### config.mk
export PLATFORM = sky130hd
export DESIGN_NAME = reorder_buffer
export DESIGN_NICKNAME = d
export VERILOG_FILES = /design/src/rtl/rob_pkg.sv /design/src/rtl/rob_ptr_ctrl.sv /design/src/rtl/rob_entry_array.sv /design/src/rtl/rob_commit_sel.sv /design/src/rtl/reorder_buffer.sv
export SDC_FILE = /design/constraint.sdc
export NUM_CORES = 1
export LEC_CHECK = 0
export BUFFER_PORTS_ARGS = -buffer_cell sky130_fd_sc_hd__buf_4
export CAP_MARGIN = 20
export CORE_UTILIZATION = 55
export CTS_CLUSTER_SIZE = 10
export DETAILED_ROUTE_END_ITERATION = 8
export GPL_ROUTABILITY_DRIVEN = 0
export PLACE_DENSITY = 0.82
export SKIP_CTS_REPAIR_TIMING = 1
export SLEW_MARGIN = 15
export SYNTH_ARGS = -nofsm -noshare
export SYNTH_HDL_FRONTEND = slang
export SYNTH_HIERARCHICAL = 1
export SYNTH_SLANG_ARGS = --single-unit
### constraint.sdc
create_clock -name clk -period 4.7 [get_ports clk]
set_input_delay 0.235 -clock clk [delete_from_list [all_inputs] [get_ports clk]]
set_output_delay 0.235 -clock clk [all_outputs]
set_load 0.03 [all_outputs]
### src/rtl/rob_pkg.sv
package rob_pkg;
    parameter int ROB_DEPTH = 8;
    parameter int REG_W     = 5;
    parameter int DATA_W    = 32;

    localparam int TAG_W = $clog2(ROB_DEPTH);
    localparam int CNT_W = TAG_W + 1;

    typedef logic [TAG_W-1:0] tag_t;

    typedef enum logic [1:0] {
        CAUSE_NONE    = 2'd0,
        CAUSE_EXC     = 2'd1,
        CAUSE_MISPRED = 2'd2
    } flush_cause_e;

    typedef struct packed {
        logic              busy;
        logic              done;
        logic              fault;
        logic              redirect;
        logic              wr_en;
        logic [REG_W-1:0]  dest;
        logic [DATA_W-1:0] value;
    } rob_entry_t;

    function automatic tag_t tag_next(input tag_t t);
        return (t == tag_t'(ROB_DEPTH - 1)) ? '0 : t + 1'b1;
    endfunction
endpackage

### src/rtl/rob_ptr_ctrl.sv
module rob_ptr_ctrl
    import rob_pkg::*;
(
    input  logic clk,
    input  logic rst,
    input  logic alloc_fire,
    input  logic retire,
    input  logic flush,
    output tag_t head,
    output tag_t tail,
    output logic full
);
    logic [CNT_W-1:0] count;

    always_ff @(posedge clk) begin
        if (rst) begin
            head  <= '0;
            tail  <= '0;
            count <= '0;
        end else if (flush) begin
            head  <= tag_next(head);
            tail  <= tag_next(head);
            count <= '0;
        end else begin
            if (retire)     head <= tag_next(head);
            if (alloc_fire) tail <= tag_next(tail);
            count <= count + CNT_W'(alloc_fire) - CNT_W'(retire);
        end
    end

    assign full = (count == CNT_W'(ROB_DEPTH));


    cnt_bound_chk: assert property (@(posedge clk) disable iff (rst)
        count <= CNT_W'(ROB_DEPTH));


    empty_no_retire_chk: assert property (@(posedge clk) disable iff (rst)
        (count == '0) |-> !retire);


    head_step_chk: assert property (@(posedge clk) disable iff (rst)
        (retire && !flush) |=> head == tag_next($past(head)));


    flush_empty_chk: assert property (@(posedge clk) disable iff (rst)
        flush |=> count == '0);
endmodule

### src/rtl/rob_entry_array.sv
module rob_entry_array
    import rob_pkg::*;
(
    input  logic              clk,
    input  logic              rst,
    input  logic              alloc_fire,
    input  tag_t              tail,
    input  logic              alloc_wr_en,
    input  logic [REG_W-1:0]  alloc_dest,
    input  logic              res_valid,
    input  tag_t              res_tag,
    input  logic [DATA_W-1:0] res_data,
    input  logic              res_fault,
    input  logic              res_redirect,
    input  logic              retire,
    input  logic              flush,
    input  tag_t              head,
    output rob_entry_t        head_entry
);
    rob_entry_t slot_w [ROB_DEPTH];

    for (genvar g = 0; g < ROB_DEPTH; g++) begin : g_slot
        rob_entry_t slot_q;
        logic       take_alloc;
        logic       take_res;

        assign take_alloc = alloc_fire && (tail == tag_t'(g));
        assign take_res   = res_valid && (res_tag == tag_t'(g)) && slot_q.busy;

        always_ff @(posedge clk) begin
            if (rst) begin
                slot_q <= '0;
            end else if (flush) begin
                slot_q.busy <= 1'b0;
                slot_q.done <= 1'b0;
            end else if (retire && (head == tag_t'(g))) begin
                slot_q.busy <= 1'b0;
                slot_q.done <= 1'b0;
            end else if (take_alloc) begin
                slot_q.busy     <= 1'b1;
                slot_q.done     <= 1'b0;
                slot_q.fault    <= 1'b0;
                slot_q.redirect <= 1'b0;
                slot_q.wr_en    <= alloc_wr_en;
                slot_q.dest     <= alloc_dest;
                slot_q.value    <= '0;
            end else if (take_res) begin
                slot_q.done     <= 1'b1;
                slot_q.fault    <= res_fault;
                slot_q.redirect <= res_redirect;
                slot_q.value    <= res_data;
            end
        end

        assign slot_w[g] = slot_q;


        stale_wr_chk: assert property (@(posedge clk) disable iff (rst)
            (res_valid && res_tag == tag_t'(g) && !slot_q.busy && !take_alloc)
            |=> !slot_q.busy && !slot_q.done);
    end

    assign head_entry = slot_w[head];
endmodule

### src/rtl/rob_commit_sel.sv
module rob_commit_sel
    import rob_pkg::*;
(
    input  rob_entry_t        head_entry,
    output logic              retire,
    output logic              flush,
    output flush_cause_e      cause,
    output logic              wr_en,
    output logic [REG_W-1:0]  wr_reg,
    output logic [DATA_W-1:0] wr_data
);
    always_comb begin
        retire  = head_entry.busy && head_entry.done;
        flush   = retire && (head_entry.fault || head_entry.redirect);
        wr_en   = retire && head_entry.wr_en && !head_entry.fault;
        wr_reg  = head_entry.dest;
        wr_data = head_entry.value;
        if (!flush)                cause = CAUSE_NONE;
        else if (head_entry.fault) cause = CAUSE_EXC;
        else                       cause = CAUSE_MISPRED;
    end
endmodule

### src/rtl/reorder_buffer.sv
module reorder_buffer
    import rob_pkg::*;
(
    input  logic              clk,
    input  logic              rst,
    input  logic              alloc_req,
    input  logic              alloc_wr_en,
    input  logic [REG_W-1:0]  alloc_dest,
    output logic              alloc_ready,
    output logic [TAG_W-1:0]  alloc_tag,
    input  logic              res_valid,
    input  logic [TAG_W-1:0]  res_tag,
    input  logic [DATA_W-1:0] res_data,
    input  logic              res_fault,
    input  logic              res_redirect,
    output logic              commit_we,
    output logic [REG_W-1:0]  commit_reg,
    output logic [DATA_W-1:0] commit_data,
    output logic              flush_o,
    output logic [1:0]        flush_cause
);
    tag_t         head, tail;
    logic         full, retire, alloc_fire;
    rob_entry_t   head_entry;
    flush_cause_e cause;

    assign alloc_ready = !full && !flush_o;
    assign alloc_fire  = alloc_req && alloc_ready;
    assign alloc_tag   = tail;
    assign flush_cause = cause;

    rob_ptr_ctrl u_ptr (
        .clk(clk), .rst(rst), .alloc_fire(alloc_fire), .retire(retire),
        .flush(flush_o), .head(head), .tail(tail), .full(full)
    );

    rob_entry_array u_arr (
        .clk(clk), .rst(rst), .alloc_fire(alloc_fire), .tail(tail),
        .alloc_wr_en(alloc_wr_en), .alloc_dest(alloc_dest),
        .res_valid(res_valid), .res_tag(res_tag), .res_data(res_data),
        .res_fault(res_fault), .res_redirect(res_redirect),
        .retire(retire), .flush(flush_o), .head(head), .head_entry(head_entry)
    );

    rob_commit_sel u_sel (
        .head_entry(head_entry), .retire(retire), .flush(flush_o), .cause(cause),
        .wr_en(commit_we), .wr_reg(commit_reg), .wr_data(commit_data)
    );


    tag_step_chk: assert property (@(posedge clk) disable iff (rst)
        alloc_fire |=> alloc_tag == tag_next($past(alloc_tag)));


    full_hold_chk: assert property (@(posedge clk) disable iff (rst)
        (!alloc_ready && !flush_o) |=> $stable(alloc_tag));


    fault_no_write_chk: assert property (@(posedge clk) disable iff (rst)
        (flush_o && flush_cause == 2'd1) |-> !commit_we);


    flush_pulse_chk: assert property (@(posedge clk) disable iff (rst)
        flush_o |=> !flush_o && !commit_we);
endmodule

==> metrics.md <==
| Metric | Value |
|---|---|
| Core Rows | 70 |
| GR Overflow Total | 0 |
| Sequential share of power | 0.455 |
| MaxCap Viol Count | 0 |
| Pins Over Slew Limit | 0 |
| Biggest fanout along the worst timing path | 59 |
| Fillers | 3078 |
| Final core utilization | 0.606 |
| Worst Path Required | 5170 ps |
| Largest cells by area after synthesis | dfxtp_1 33%, o211ai_1 16%, mux4_2 9.1% |
| 1st-pass router iterations | 7 |
| Syn Inst Count | 2388 |
| Pleak | 7.42 nW |
| Crit path time final | 4070 ps |
| GRT Resource Usage Total | 0.369 |
| Pin count of the biggest net entering global routing | 162 |
| Seq/Total Area, Yosys | 0.332 |
| Setup CP Type | flip-flop to flip-flop |
| Crit path cell chain | mux4_2 > mux2_2 > o211a_4 > nor3b_2 > buf_4 > or4b_2 > buf_4 > nor3_1 > mux2i_1 |
| Endpoints failing setup | 0 |
| Die Y | 197 um |
| Switch Pwr | 0.00176 W |
| First-pass GRT wire length | 112000 um |
| Slowest stage delay, CP | 670 ps |
| Commonest cells post-synth | 456 x o211ai_1, 346 x dfxtp_1, 301 x nor2b_1, 273 x clkbuf_1, 251 x o21ai_0 |
| Yosys top cell area share | 0.332 |
| Max Clock Freq | 246 MHz |
| Layout Cells excl Fill | 2739 |
| Cell area power density | 295 nW/um^2 |
| Reg2reg start | u_ptr/head[0]$_SDFFE_PP0P_ |
| RSZ-0062 raised after global routing | false |
| Clock power share | 0.440 |
| Worst hold path class | input port to flip-flop |
| CTS tree | built |
| Final WL | 72900 um |
| Outcome | complete, no violations |
| Placed insts | 2682 |
| Placed Area | 21200 um^2 |
| Most common cell on crit path | buf_4 |
| Clk sink count | 346 |
| Final Hold Fails | 0 |
| DRC Markers | 0 |
| Peak VDD IR | 0.334 mV |
| Post-route ant nets | 0 |
| Clk slew on worst S/H paths | 50 ps |
| Initial Utilization | 0.564 |
| Clock tree root driver cell | clkbuf_16 |
| Logic gate share of total power | 0.105 |
| Start point of the critical path | u_ptr/head[0]$_SDFFE_PP0P_ |
| Total number of vias | 20300 |
| TritonCTS buffer count | 41 |
| Synth warn | 6 |
| Syn-to-layout area delta | 7.41% |
| DP Wirelength | 39500 um |
| Internal power | 0.00484 W |
| Antenna violations before repair | 0 |
| H-tree depth | 2 |
| Fraction of layout cells with a size suffix above 1 | 0.159 |
| Dpl ws | 689 ps |
| Clock Skews | 19.7 ps |
| Final critical-path setup slack | 630 ps |
| Syn avg cell area | 8.73 um^2 |
| Synth Flop Type | dfxtp_1 |
| Top-count cell post-synth | o211ai_1 |
| Full die area | 38700 um^2 |
| Critical Path AT | 4540 ps |
| Synth cell types | 55 |
| Drt initial violations | 3205 |
| Final Cell Area | 22400 um^2 |
| Wire per inst | 26.6 um |
| Rel. slew slack | 0.272 |
| FF-to-FF path depth | 9 |
| PortBufs | 91 |
| Die width | 197 um |
| Startpoint Class | flip-flop |
| Slowest cell on crit path | dfxtp_4 |
| Nets@finish | 2278 |
| IO Pins | 92 |
| Async SR Flop Fraction | 0 |
| Mapped Nets | 2445 |
| Vias per cell | 7.41 |
| Mapped cell area | 20800 um^2 |
| CTS Buffer Depth | 3 |
| Hold Path Origin | alloc_dest[0] |
| #FFs+latches synth | 346 |
| Worst-margin pin slew | 1090 ps |
| Endpoint class of the critical path | flip-flop |
| Post-synth EDFFs | 0 |
| Vias in the first global route | 20100 |
| Worst Hold Path Cells | 3 |
| CORE AREA | 37000 um^2 |
| Clk_lat worst skew | 550 ps |
| Setup TNS | 0 ps |
| Fin crit share | 0.866 |
| Sw frac | 0.267 |
| Yosys top cell by area | dfxtp_1 |
logic make-up (layout without fill, tap and decap cells):
kind of cell               count (synthesis)  count (layout)  synth area share
other                                      0               1                 0
DFF                                      346             346             0.332
muxes                                    170             170             0.135
buffers and inverters                    371             217            0.0754
and+or+nand+nor                          667             667             0.179
AOI/OAI and AO/OA                        823             823             0.272
xor gates and xnor gates                   1               1          0.000420
adders and majority gates                 10              10           0.00636
final cells by class:
type,count,area (um^2),area share
Clock inverter,1,8.76,0.000391
Antenna cell,1,2.50,0.000112
Sequential cell,346,6940,0.310
Tap cell,504,631,0.0282
Multi-Input combinational cell,1671,12500,0.558
Inverter,14,52.6,0.00235
Timing Repair Buffer,147,1120,0.0502
Clock buffer,55,1140,0.0510
power by group through the flow:
| stage | Clock, W | Sequential, W | Combinational, W |
|---|---|---|---|
| 2_1_floorplan | 0 | 0.00306 | 0.000446 |
| 3_3_place_gp | 0 | 0.00306 | 0.000635 |
| 3_5_place_dp | 0 | 0.00307 | 0.000656 |
| 4_1_cts | 0.00291 | 0.00300 | 0.000659 |
| 5_1_grt | 0.00302 | 0.00301 | 0.000714 |
| 6_report | 0.00290 | 0.00301 | 0.000693 |
final timing paths:
| kind | endpoint | slack, ps |
|---|---|---|
| max | u_arr/g_slot[0].slot_q[36]$_SDFFE_PP0P_ | 630 |
| min | u_arr/g_slot[6].slot_q[32]$_SDFFE_PP0P_ | 160 |
| max reg2reg | u_arr/g_slot[0].slot_q[36]$_SDFFE_PP0P_ | 630 |
| min reg2reg | u_arr/g_slot[3].slot_q[40]$_SDFFE_PP0P_ | 470 |
routing by layer:
layer  share of wire  vias up  track usage  wire length [um]
li1                -     8490            -                 -
met1            0.37     9650        0.483             27000
met2            0.43     1763        0.560             31400
met3            0.15      400        0.103             10700
met4           0.053        0        0.183              3880
met5               0        -            0                 0
layout by cell type, fill, tap and decap left out, types with 7 or more instances in the layout:
master	n
a2111oi_0	7
and4b_1	8
buf_4	145
clkbuf_1	10
clkbuf_16	43
dfxtp_1	343
ha_1	9
inv_2	9
mux2_2	42
mux2i_1	43
mux4_2	84
nand2_1	222
nand2b_1	60
nor2_1	11
nor2b_1	301
nor4_1	7
o211ai_1	456
o21a_1	9
o21ai_0	251
o311ai_1	88
or3_1	10
flip-flops by register name, indices dropped and copies added (netlist names):
signal and cells:
u_ptr/count 4, u_arr/g_slot.slot_q 336, u_ptr/tail 3, u_ptr/head 3
metrics by stage:
stage               hold WS, ps  total power, W
floorplan                   435         0.00350
global placement            450         0.00370
detailed placement          455         0.00372
CTS                         142         0.00657
global route                171         0.00674
finish                      162         0.00660
critical path: cells and delay by family (launching register included):
kind	cells	cell delay (ps)
AO/OA/AOI/OAI	1	270
buffers and inverters	2	660
flip-flops	1	670
multiplexers	3	1110
AND/OR/NAND/NOR	3	1260
No activity file was read; power rests on OpenSTA's default activity.
